**src/rtl/bnc_pkg.sv**
```systemverilog
package bnc_pkg;
    localparam int NUM_PTR  = 4;
    localparam int NUM_LEN  = 2;
    localparam int IDX_W    = 3;
    localparam int OPS_W    = 12;
    localparam int SEQ_W    = 3;

    localparam logic [IDX_W-1:0] IDX_LEN0  = 3'd4;
    localparam logic [IDX_W-1:0] IDX_SHIFT = 3'd6;
    localparam logic [IDX_W-1:0] IDX_FUNC  = 3'd7;

    localparam int BIT_SEQ_LO = 12;
    localparam int BIT_RUN    = 15;
    localparam int BIT_STALL  = 24;

    localparam logic [OPS_W-1:0] OPS_MASK = 12'hFFB;

    typedef enum logic [1:0] {
        ST_BOOT,
        ST_IDLE,
        ST_BUSY,
        ST_HELD
    } run_state_e;
endpackage

```
**src/rtl/bnc_operand_bank.sv**
```systemverilog
module bnc_operand_bank #(
    parameter int N = 4,
    parameter int W = 11
) (
    input  logic           clk,
    input  logic           rst_n,
    input  logic [N-1:0]   wr_sel,
    input  logic [W-1:0]   wr_val,
    input  logic           load,
    output logic [N*W-1:0] pend,
    output logic [N*W-1:0] live
);
    typedef struct packed {
        logic [N*W-1:0] pend;
        logic [N*W-1:0] live;
    } bank_t;

    bank_t q, d;

    always_comb begin
        d = q;
        for (int i = 0; i < N; i++) begin
            if (wr_sel[i]) begin
                d.pend[i*W +: W] = wr_val;
            end
        end
        if (load) begin
            d.live = q.pend;
        end
    end

    always_ff @(posedge clk or negedge rst_n) begin
        if (!rst_n) begin
            q <= '0;
        end else begin
            q <= d;
        end
    end

    assign pend = q.pend;
    assign live = q.live;
endmodule

```
**src/rtl/bnc_run_ctl.sv**
```systemverilog
module bnc_run_ctl
    import bnc_pkg::*;
#(
    parameter int BOOT_CYCLES = 4
) (
    input  logic clk,
    input  logic rst_n,
    input  logic fn_wr,
    input  logic fn_run_bit,
    input  logic fn_stall_bit,
    input  logic op_done,
    output logic run,
    output logic stall,
    output logic op_start,
    output logic publish,
    output logic load
);
    localparam int CNT_W = $clog2(BOOT_CYCLES + 1);
    localparam logic [CNT_W-1:0] CNT_LAST = CNT_W'(BOOT_CYCLES - 1);

    typedef struct packed {
        run_state_e       state;
        logic [CNT_W-1:0] cnt;
        logic             stall;
        logic             start;
        logic             pub;
    } ctl_t;

    ctl_t q, d;

    always_comb begin
        d       = q;
        d.start = 1'b0;
        d.pub   = 1'b0;
        load    = fn_wr && fn_run_bit && (q.state == ST_IDLE);
        unique case (q.state)
            ST_BOOT: begin
                if (q.cnt == CNT_LAST) begin
                    d.state = ST_IDLE;
                end else begin
                    d.cnt = q.cnt + 1'b1;
                end
            end
            ST_IDLE: begin
                if (load) begin
                    d.state = ST_BUSY;
                    d.start = 1'b1;
                end
            end
            ST_BUSY: begin
                if (op_done) begin
                    if (q.stall) begin
                        d.state = ST_HELD;
                    end else begin
                        d.state = ST_IDLE;
                        d.pub   = 1'b1;
                    end
                end
            end
            ST_HELD: begin
                if (!q.stall) begin
                    d.state = ST_IDLE;
                    d.pub   = 1'b1;
                end
            end
            default: d.state = ST_IDLE;
        endcase
        if (fn_wr) begin
            d.stall = fn_stall_bit;
        end
    end

    always_ff @(posedge clk or negedge rst_n) begin
        if (!rst_n) begin
            q.state <= ST_BOOT;
            q.cnt   <= '0;
            q.stall <= 1'b0;
            q.start <= 1'b0;
            q.pub   <= 1'b0;
        end else begin
            q <= d;
        end
    end

    assign run      = (q.state != ST_IDLE);
    assign stall    = q.stall;
    assign op_start = q.start;
    assign publish  = q.pub;
endmodule

```
**src/rtl/bignum_ctl_regs.sv**
```systemverilog
module bignum_ctl_regs
    import bnc_pkg::*;
#(
    parameter int PTR_W       = 11,
    parameter int LEN_W       = 9,
    parameter int SHIFT_W     = 5,
    parameter int BOOT_CYCLES = 4
) (
    input  logic                     clk,
    input  logic                     rst_n,
    input  logic                     wr_en,
    input  logic [IDX_W-1:0]         wr_idx,
    input  logic [31:0]              wr_data,
    input  logic [IDX_W-1:0]         rd_idx,
    output logic [31:0]              rd_data,
    input  logic                     op_done,
    output logic                     op_start,
    output logic                     publish,
    output logic [NUM_PTR*PTR_W-1:0] act_ptr,
    output logic [NUM_LEN*LEN_W-1:0] act_len,
    output logic [SHIFT_W-1:0]       act_shift,
    output logic [OPS_W-1:0]         act_ops,
    output logic [SEQ_W-1:0]         act_seq
);
    logic run_w, stall_w, load_w;
    logic fn_wr;
    logic [NUM_PTR-1:0] ptr_sel;
    logic [NUM_LEN-1:0] len_sel;
    logic [NUM_PTR*PTR_W-1:0] ptr_pend;
    logic [NUM_LEN*LEN_W-1:0] len_pend;
    logic [PTR_W-1:0] ptr_view [NUM_PTR];
    logic [LEN_W-1:0] len_view [NUM_LEN];

    assign fn_wr = wr_en && (wr_idx == IDX_FUNC);

    for (genvar i = 0; i < NUM_PTR; i++) begin : g_ptr
        assign ptr_sel[i]  = wr_en && (wr_idx == IDX_W'(i));
        assign ptr_view[i] = ptr_pend[i*PTR_W +: PTR_W];
    end
    for (genvar j = 0; j < NUM_LEN; j++) begin : g_len
        assign len_sel[j]  = wr_en && (wr_idx == IDX_LEN0 + IDX_W'(j));
        assign len_view[j] = len_pend[j*LEN_W +: LEN_W];
    end

    bnc_operand_bank #(.N(NUM_PTR), .W(PTR_W)) u_ptr_bank (
        .clk(clk), .rst_n(rst_n), .wr_sel(ptr_sel),
        .wr_val(wr_data[PTR_W-1:0]), .load(load_w),
        .pend(ptr_pend), .live(act_ptr)
    );

    bnc_operand_bank #(.N(NUM_LEN), .W(LEN_W)) u_len_bank (
        .clk(clk), .rst_n(rst_n), .wr_sel(len_sel),
        .wr_val(wr_data[LEN_W-1:0]), .load(load_w),
        .pend(len_pend), .live(act_len)
    );

    bnc_run_ctl #(.BOOT_CYCLES(BOOT_CYCLES)) u_run (
        .clk(clk), .rst_n(rst_n), .fn_wr(fn_wr),
        .fn_run_bit(wr_data[BIT_RUN]), .fn_stall_bit(wr_data[BIT_STALL]),
        .op_done(op_done), .run(run_w), .stall(stall_w),
        .op_start(op_start), .publish(publish), .load(load_w)
    );

    typedef struct packed {
        logic [SHIFT_W-1:0] shift;
        logic [OPS_W-1:0]   ops;
        logic [SEQ_W-1:0]   seq;
    } fn_t;

    fn_t q, d;

    always_comb begin
        d = q;
        if (wr_en && !run_w) begin
            if (wr_idx == IDX_SHIFT) begin
                d.shift = wr_data[SHIFT_W-1:0];
            end
            if (wr_idx == IDX_FUNC) begin
                d.ops = wr_data[OPS_W-1:0] & OPS_MASK;
                d.seq = wr_data[BIT_SEQ_LO +: SEQ_W];
            end
        end
    end

    always_ff @(posedge clk or negedge rst_n) begin
        if (!rst_n) begin
            q <= '0;
        end else begin
            q <= d;
        end
    end

    assign act_shift = q.shift;
    assign act_ops   = q.ops;
    assign act_seq   = q.seq;

    always_comb begin
        rd_data = '0;
        if (rd_idx < IDX_LEN0) begin
            rd_data = 32'(ptr_view[rd_idx[1:0]]);
        end else if (rd_idx == IDX_SHIFT) begin
            rd_data = 32'(q.shift);
        end else if (rd_idx == IDX_FUNC) begin
            rd_data = {7'b0, stall_w, 8'b0, run_w, q.seq, q.ops};
        end else begin
            rd_data = 32'(len_view[rd_idx[0]]);
        end
    end

    logic unused_wdata;
    assign unused_wdata = ^{wr_data[31:25], wr_data[23:16]};
endmodule

```
**config.mk**
```make
export PLATFORM = sky130hd
export DESIGN_NAME = bignum_ctl_regs
export DESIGN_NICKNAME = d
export VERILOG_FILES = /design/src/rtl/bnc_pkg.sv /design/src/rtl/bnc_operand_bank.sv /design/src/rtl/bnc_run_ctl.sv /design/src/rtl/bignum_ctl_regs.sv
export SDC_FILE = /design/constraint.sdc
export NUM_CORES = 1
export LEC_CHECK = 0
export ABC_CLOCK_PERIOD_IN_PS = 2100
export BUFFER_PORTS_ARGS = -buffer_cell sky130_fd_sc_hd__buf_2
export CAP_MARGIN = 20
export CORE_UTILIZATION = 53
export DETAILED_ROUTE_END_ITERATION = 6
export PLACE_DENSITY_LB_ADDON = 0.15
export SETUP_SLACK_MARGIN = 0.3
export SLEW_MARGIN = 20
export SYNTH_ARGS = -nofsm -noshare
export SYNTH_HDL_FRONTEND = slang
export SYNTH_SLANG_ARGS = --single-unit
export TNS_END_PERCENT = 5
```
**constraint.sdc**
```tcl
create_clock -name clk -period 2.1 [get_ports clk]
set_input_delay 0.105 -clock clk [delete_from_list [all_inputs] [get_ports clk]]
set_output_delay 0.105 -clock clk [all_outputs]
set_load 0.005 [all_outputs]
```
After elaboration in Yosys (flattened, before gate mapping) --
Cells that the tools add are included.
Operators by class: bitwise operators 3, equality and inequality tests 18, reductions and logical operators 17, multiplexer cells 20, magnitude comparators 3, $add $sub $neg 1
Operators with widths (count):
- two-way mux 25 bit | 3
- two-way mux 9 bit | 3
- binary-select mux 11 bit (select 2 bit) | 1
- two-way mux 11 bit | 2
- == test 3 bit (second input constant) | 6
- logical AND 1 bit | 10
- two-way mux 2 bit | 5
- == test 3 x 2 -> 1 bit (second input constant) | 3
- one-hot mux 2 bit (4 select lines) | 1
- != test 2 bit (second input constant) | 3
- AND reduction 2 bit | 3
- == test 2 bit (second input constant) | 2
- two-way mux 1 bit | 4
- != test 2 x 1 -> 1 bit (second input constant) | 2
- AND reduction 4 bit | 1
- adder 3 x 1 -> 3 bit (second input constant) | 1
- == test 3 x 1 -> 1 bit (second input constant) | 1
- >= comparator 3 bit (second input constant) | 1
- zero test 3 bit | 1
- < comparator 3 bit (second input constant) | 1
- inverter 2 -> 3 bit | 1
- == test 2 x 1 -> 1 bit (second input constant) | 1
- >= comparator 2 bit (second input constant) | 1
- zero test 2 bit | 1
- other kinds (4) | 4
Word-level totals: logic and storage cells 78, bits of input ports 42, output and inout port bits 116, register bits 151

Depth between registers and ports, before layout --
word-level depth 7, depth in mapped cells 6, gate-level depth less buffers 6

By module --
From an unflattened synthesis, not the netlist that was laid out.
Unflattened totals: cell total of the unflattened synthesis 445, area total of the unflattened synthesis 6862.8 um^2
By module, submodules not included:
- bnc_operand_bank (u_ptr_bank) | cells an instance 185, area an instance 3454.6 um^2, times used 1, seq. area each 2202.1 um^2
- bignum_ctl_regs | cells an instance 148, area an instance 1587.8 um^2, times used 1, seq. area each 475.5 um^2
- bnc_operand_bank (u_len_bank) | cells an instance 76, area an instance 1385.1 um^2, times used 1, seq. area each 900.9 um^2
- bnc_run_ctl | cells an instance 36, area an instance 435.4 um^2, times used 1, seq. area each 200.2 um^2

Least setup slack after synthesis --
OpenSTA, ideal clock, no wires.
path type register to register, from register u_run.q[7] (netlist bit), to register q, in the netlist act_shift[0], arrival time 1.582 ns, library setup time 0.125 ns, period minus slack after synthesis 1.707 ns, data required time 1.975 ns, slack 0.393 ns, path buffers 0, stages on the path, launching flop included 6, path through dfrtp_1 > inv_1 > ha_1 > nand2_1 > nor3_1 > mux2_2
On the way: longest elaborated chain between the ends 4
Ends and longest elaborated chain:
- from (decl) | line bnc_run_ctl.sv:29 | ctl_t q, d;
- != test 2 x 1 -> 1 bit | line bnc_run_ctl.sv:85 | assign run = (q.state != ST_IDLE);
- zero test 1 bit | line bignum_ctl_regs.sv:74 | if (wr_en && !run_w) begin
- logical AND 1 bit | line bignum_ctl_regs.sv:74
- AND reduction 2 bit (no line)
- to (signal assigned) | line bignum_ctl_regs.sv:87 | q <= '0;
- to (signal assigned) | line bignum_ctl_regs.sv:89 | q <= d;
- to (decl) | line bignum_ctl_regs.sv:70 | fn_t q, d;
No other way between the ends. A chain may end at the register's enable or synchronous reset.

Worst setup path in the final report --
from register u_ptr_bank.q, in the netlist u_ptr_bank.pend[37], to output rd_data[4]
On the way: longest elaborated chain between the ends 4
Ends and longest elaborated chain:
- from (decl) | line bnc_operand_bank.sv:18 | bank_t q, d;
- from (signal assigned) | line bnc_operand_bank.sv:34 | q <= '0;
- from (signal assigned) | line bnc_operand_bank.sv:36 | q <= d;
- binary-select mux 11 bit (select 2 bit) | line bignum_ctl_regs.sv:100 | rd_data = 32'(ptr_view[rd_idx[1:0]]);
- two-way mux 11 bit (implied by the code) (2 in series) | line bignum_ctl_regs.sv:100
- two-way mux 25 bit | line bignum_ctl_regs.sv:99 | if (rd_idx < IDX_LEN0) begin
- to (decl) | line bignum_ctl_regs.sv:15 | output logic [31:0] rd_data,
No other way between the ends. The select of a mux whose other input is x is not followed.

==> summary.md <==
| Metric | Value |
|---|---|
| Crit path cell chain | mux4_2, mux2_4, buf_6 |
| Core area | between 0.01 and 0.015 mm2 |
| Maxcap violations | 0 |
| WP depth | 3 |
| Layout Cell Area excl Fill | approximately 0.0082 mm2 |
| Synth top area cells | dfrtp_1, mux2_2, mux4_2, buf_4, ha_1 |
| DR pass1 iterations | 4 |
| CP endpoint kind | output pin |
| Share of the synthesized area in the top cell type | between 50% and 60% |
| Arrival time of the worst setup path | about 1700 ps |
| H-Tree Depth | 4 |
| Buf/Inv on CP | 1 |
| Yosys reg bits | between 150 and 200 |
| Worst R2R Start | u_run.q[7]$_DFFE_PN0P_ |
| Vias per cell | around 5.5 |
| Net Switching | between 2 and 3 mW |
| N_diodes | 0 |
| R2r worst-path depth | 5 |
| Clk pin slew, worst setup/hold paths | approximately 60 ps |
| Worst slew margin | around three fifths |
| Yosys Warn Count | 0 |
| Routed wire per std cell | ~19 um |
| GPL Wtd Cong | 0.7648 |
| Sink Count | about 150 |
| Ys async rst share | 100.0% |
| Detailed Route Iter0 Violations | 122 |
| Root Buffer | clkbuf_16 |
| Crit path max-delay family | multiplexers |
| Vias in the first global route | between 4000 and 5000 |
| CP endpoint | rd_data[4] |
| Critical path peak fanout | 2 |
| Initial core utilization | 54.36% |
| Residual DRC | 0 |
| Synth-to-Final Area Change | 25.25% |
| Clk pwr share | 30.1% |
| Seq pwr share | a little over two fifths |
| Max incr delay on CP | about 500 ps |
| Initial antenna violation count | 0 |
| CP max-delay cell | mux4_2 |
| Setup violators final | 0 |
| Gr ovfl total | 0 |
| Hpwl dp | about 9.4 mm |
| Fraction of layout cells with a size suffix above 1 | between 50% and 60% |
| Multi-input logic area | between 0.002 and 0.003 mm2 |
| Setup WS post-layout | about 260 ps |
| R2r setup slk | approximately 370 ps |
| Setup TNS | 0 ps |
| Final Hold Fails | 0 |
| DP Worst Slack | ~360 ps |
| Num CTS Buffers | 17 |
| Classification of the worst-slack hold path | input pin to flip-flop |
| Fin crit period | about 1800 ps |
| First-pass GRT wire length | between 20 and 25 mm |
| Final wirelength | about 14 mm |
| Via count | 4087 |
| Mean Syn Cell Area | between 15 and 20 um2 |
| Worst-Skew Late Latency | ~420 ps |
| Port bufs | roughly 130 |
| # rows | 40 |
| Most frequent cell after synthesis | dfrtp_1 |
| Crit path launch type | flip-flop |
| Cell Pwr Density | 1298 mW/mm2 |
| Internal | between 7 and 8 mW |
| Sequential-to-total area share from yosys stat | between 50 and 60% |
| Die area | around 0.013 mm2 |
| Clk buf depth | 2 |
| WHS | between 20 and 30 ps |
| Util after Layout | about two thirds |
| Status | finished clean |
| Post-synth top flop | dfrtp_1 |
| Final Max Tran Viols | 0 |
| CP Launch Point | u_ptr_bank.pend[37]$_DFFE_PN0P_ |
| Overall Global Routing Usage | about a quarter |
| Final setup skew | 5.093 ps |
| Worst EP required | roughly 2000 ps |
| Fillers | 871 |
| Maximum clock rate | 0.5434 GHz |
| Switching share of total power | 27.69% |
| Crit share post-route | between 80% and 90% |
| Tot Pwr | ~11 mW |
| Worst-margin pin slew | around 630 ps |
| Reg area | about 0.0038 mm2 |
| Final Non-Filler Cells | ~750 |
| Placed inst area | approximately 0.0073 mm2 |
| Synthesized cell area | around 0.0065 mm2 |
| Dpl cells | about 690 |
| Nets | around 640 |
| Post-synth cell types | 32 |
| Maximum number of pins on one net before global-route repair | approximately 70 |
| Kind of critical path | flip-flop to output pin |
| R2r endpoint | u_len_bank.live[17]$_DFFE_PN0P_ |
| RSZ-0062 raised after global routing | true |
| VDD IR max | 0.6665 mV |
| I/O pins | 158 |
| DRT antenna net count | 0 |
| Cell leakage power | slightly above 4 nW |
| CTS tree | done |
| EDFF count, synth | 0 |
| Commonest cells post-synth | dfrtp_1, mux2_2, buf_4, buf_2, mux4_2 |
| Comb pwr share | about 27% |
| Post-Synthesis Cells | between 400 and 500 |
| Die W | approximately 110 um |
| Post-synth top area cell | dfrtp_1 |
| Chip height | between 100 and 150 um |
metal layers:
layer / vias to the layer above / track usage [%] / part of all wire (%)
met5: - / 0 / 0
li1: 1823 / - / -
met3: 15 / 5.142 / 5.0
met4: 0 / 7.632 / 1.3
met2: 112 / 38.20 / 49
met1: 2137 / 32.82 / 44
what timing repair did:
action / 4_1_cts / 5_1_grt
hold buffers: 9 / 0
buffers inserted: 10 / 3
resized for setup: 3 / 3
setup endpoints to repair: 4 / 72
hold endpoints to repair: 60 / 0
sequential cells by signal, summed over array words and instances (netlist names):
signal           cells
act_ops             11
act_seq              3
act_shift            5
u_len_bank.live     18
u_len_bank.pend     18
u_ptr_bank.live     44
u_ptr_bank.pend     44
u_run.op_start       1
u_run.publish        1
u_run.q              5
u_run.stall          1
area by class of cell:
type	instances	area share, %
Clock buffer	17	5.201
Inverter	8	0.3671
Clock inverter	15	2.463
Tap cell	147	2.249
Multi-Input combinational cell	248	31.62
Timing Repair Buffer	162	11.90
Sequential cell	151	46.20
power groups by stage:
stage	clock (mW)	combinational [mW]	sequential (mW)
2_1_floorplan	0	1.44	4.56
3_3_place_gp	0	2.59	4.57
3_5_place_dp	0	2.66	4.65
4_1_cts	3.24	2.84	4.58
5_1_grt	3.37	3.12	4.72
6_report	3.19	2.85	4.58
cells by family after synthesis:
kind of cell / after synthesis / synth area share, %
AOI/OAI and AO/OA: 17 / 1.571
muxes: 171 / 32.02
other: 1 / 0.05743
and+or+nand+nor: 36 / 3.085
DFF: 151 / 57.87
buffers and inverters: 45 / 3.928
adders and majority gates: 7 / 1.341
xor gates and xnor gates: 1 / 0.1341
cell usage in the layout (no fill, tap or decap), drive strengths merged, types with 4 or more instances in the layout:
cell type and n:
bufinv 4, clkbuf 17, and2 5, mux4 15
dfrtp 151, dlygate4sd3 9, clkinv 6, inv 10
nand2 7, mux2 153, nor2 8, conb 16
a21oi 7, a22oi 4, ha 7, buf 153
worst min-delay path by stage:
stage | endpoint | from | depth (start not counted) | slack (ps)
6_report | u_ptr_bank.pend[41]$_DFFE_PN0P_ | wr_data[8] | 2 | 30
4_1_cts | u_ptr_bank.pend[41]$_DFFE_PN0P_ | wr_data[8] | 2 | 10
3_5_place_dp | u_len_bank.live[15]$_DFFE_PN0P_ | rst_n | 1 | 70
5_1_grt | act_ops[8]$_DFFE_PN0P_ | wr_data[8] | 2 | 40
3_3_place_gp | act_ops[6]$_DFFE_PN0P_ | rst_n | 1 | 60
2_1_floorplan | act_ops[0]$_DFFE_PN0P_ | rst_n | 0 | -190
No activity file was read; power rests on OpenSTA's default activity.
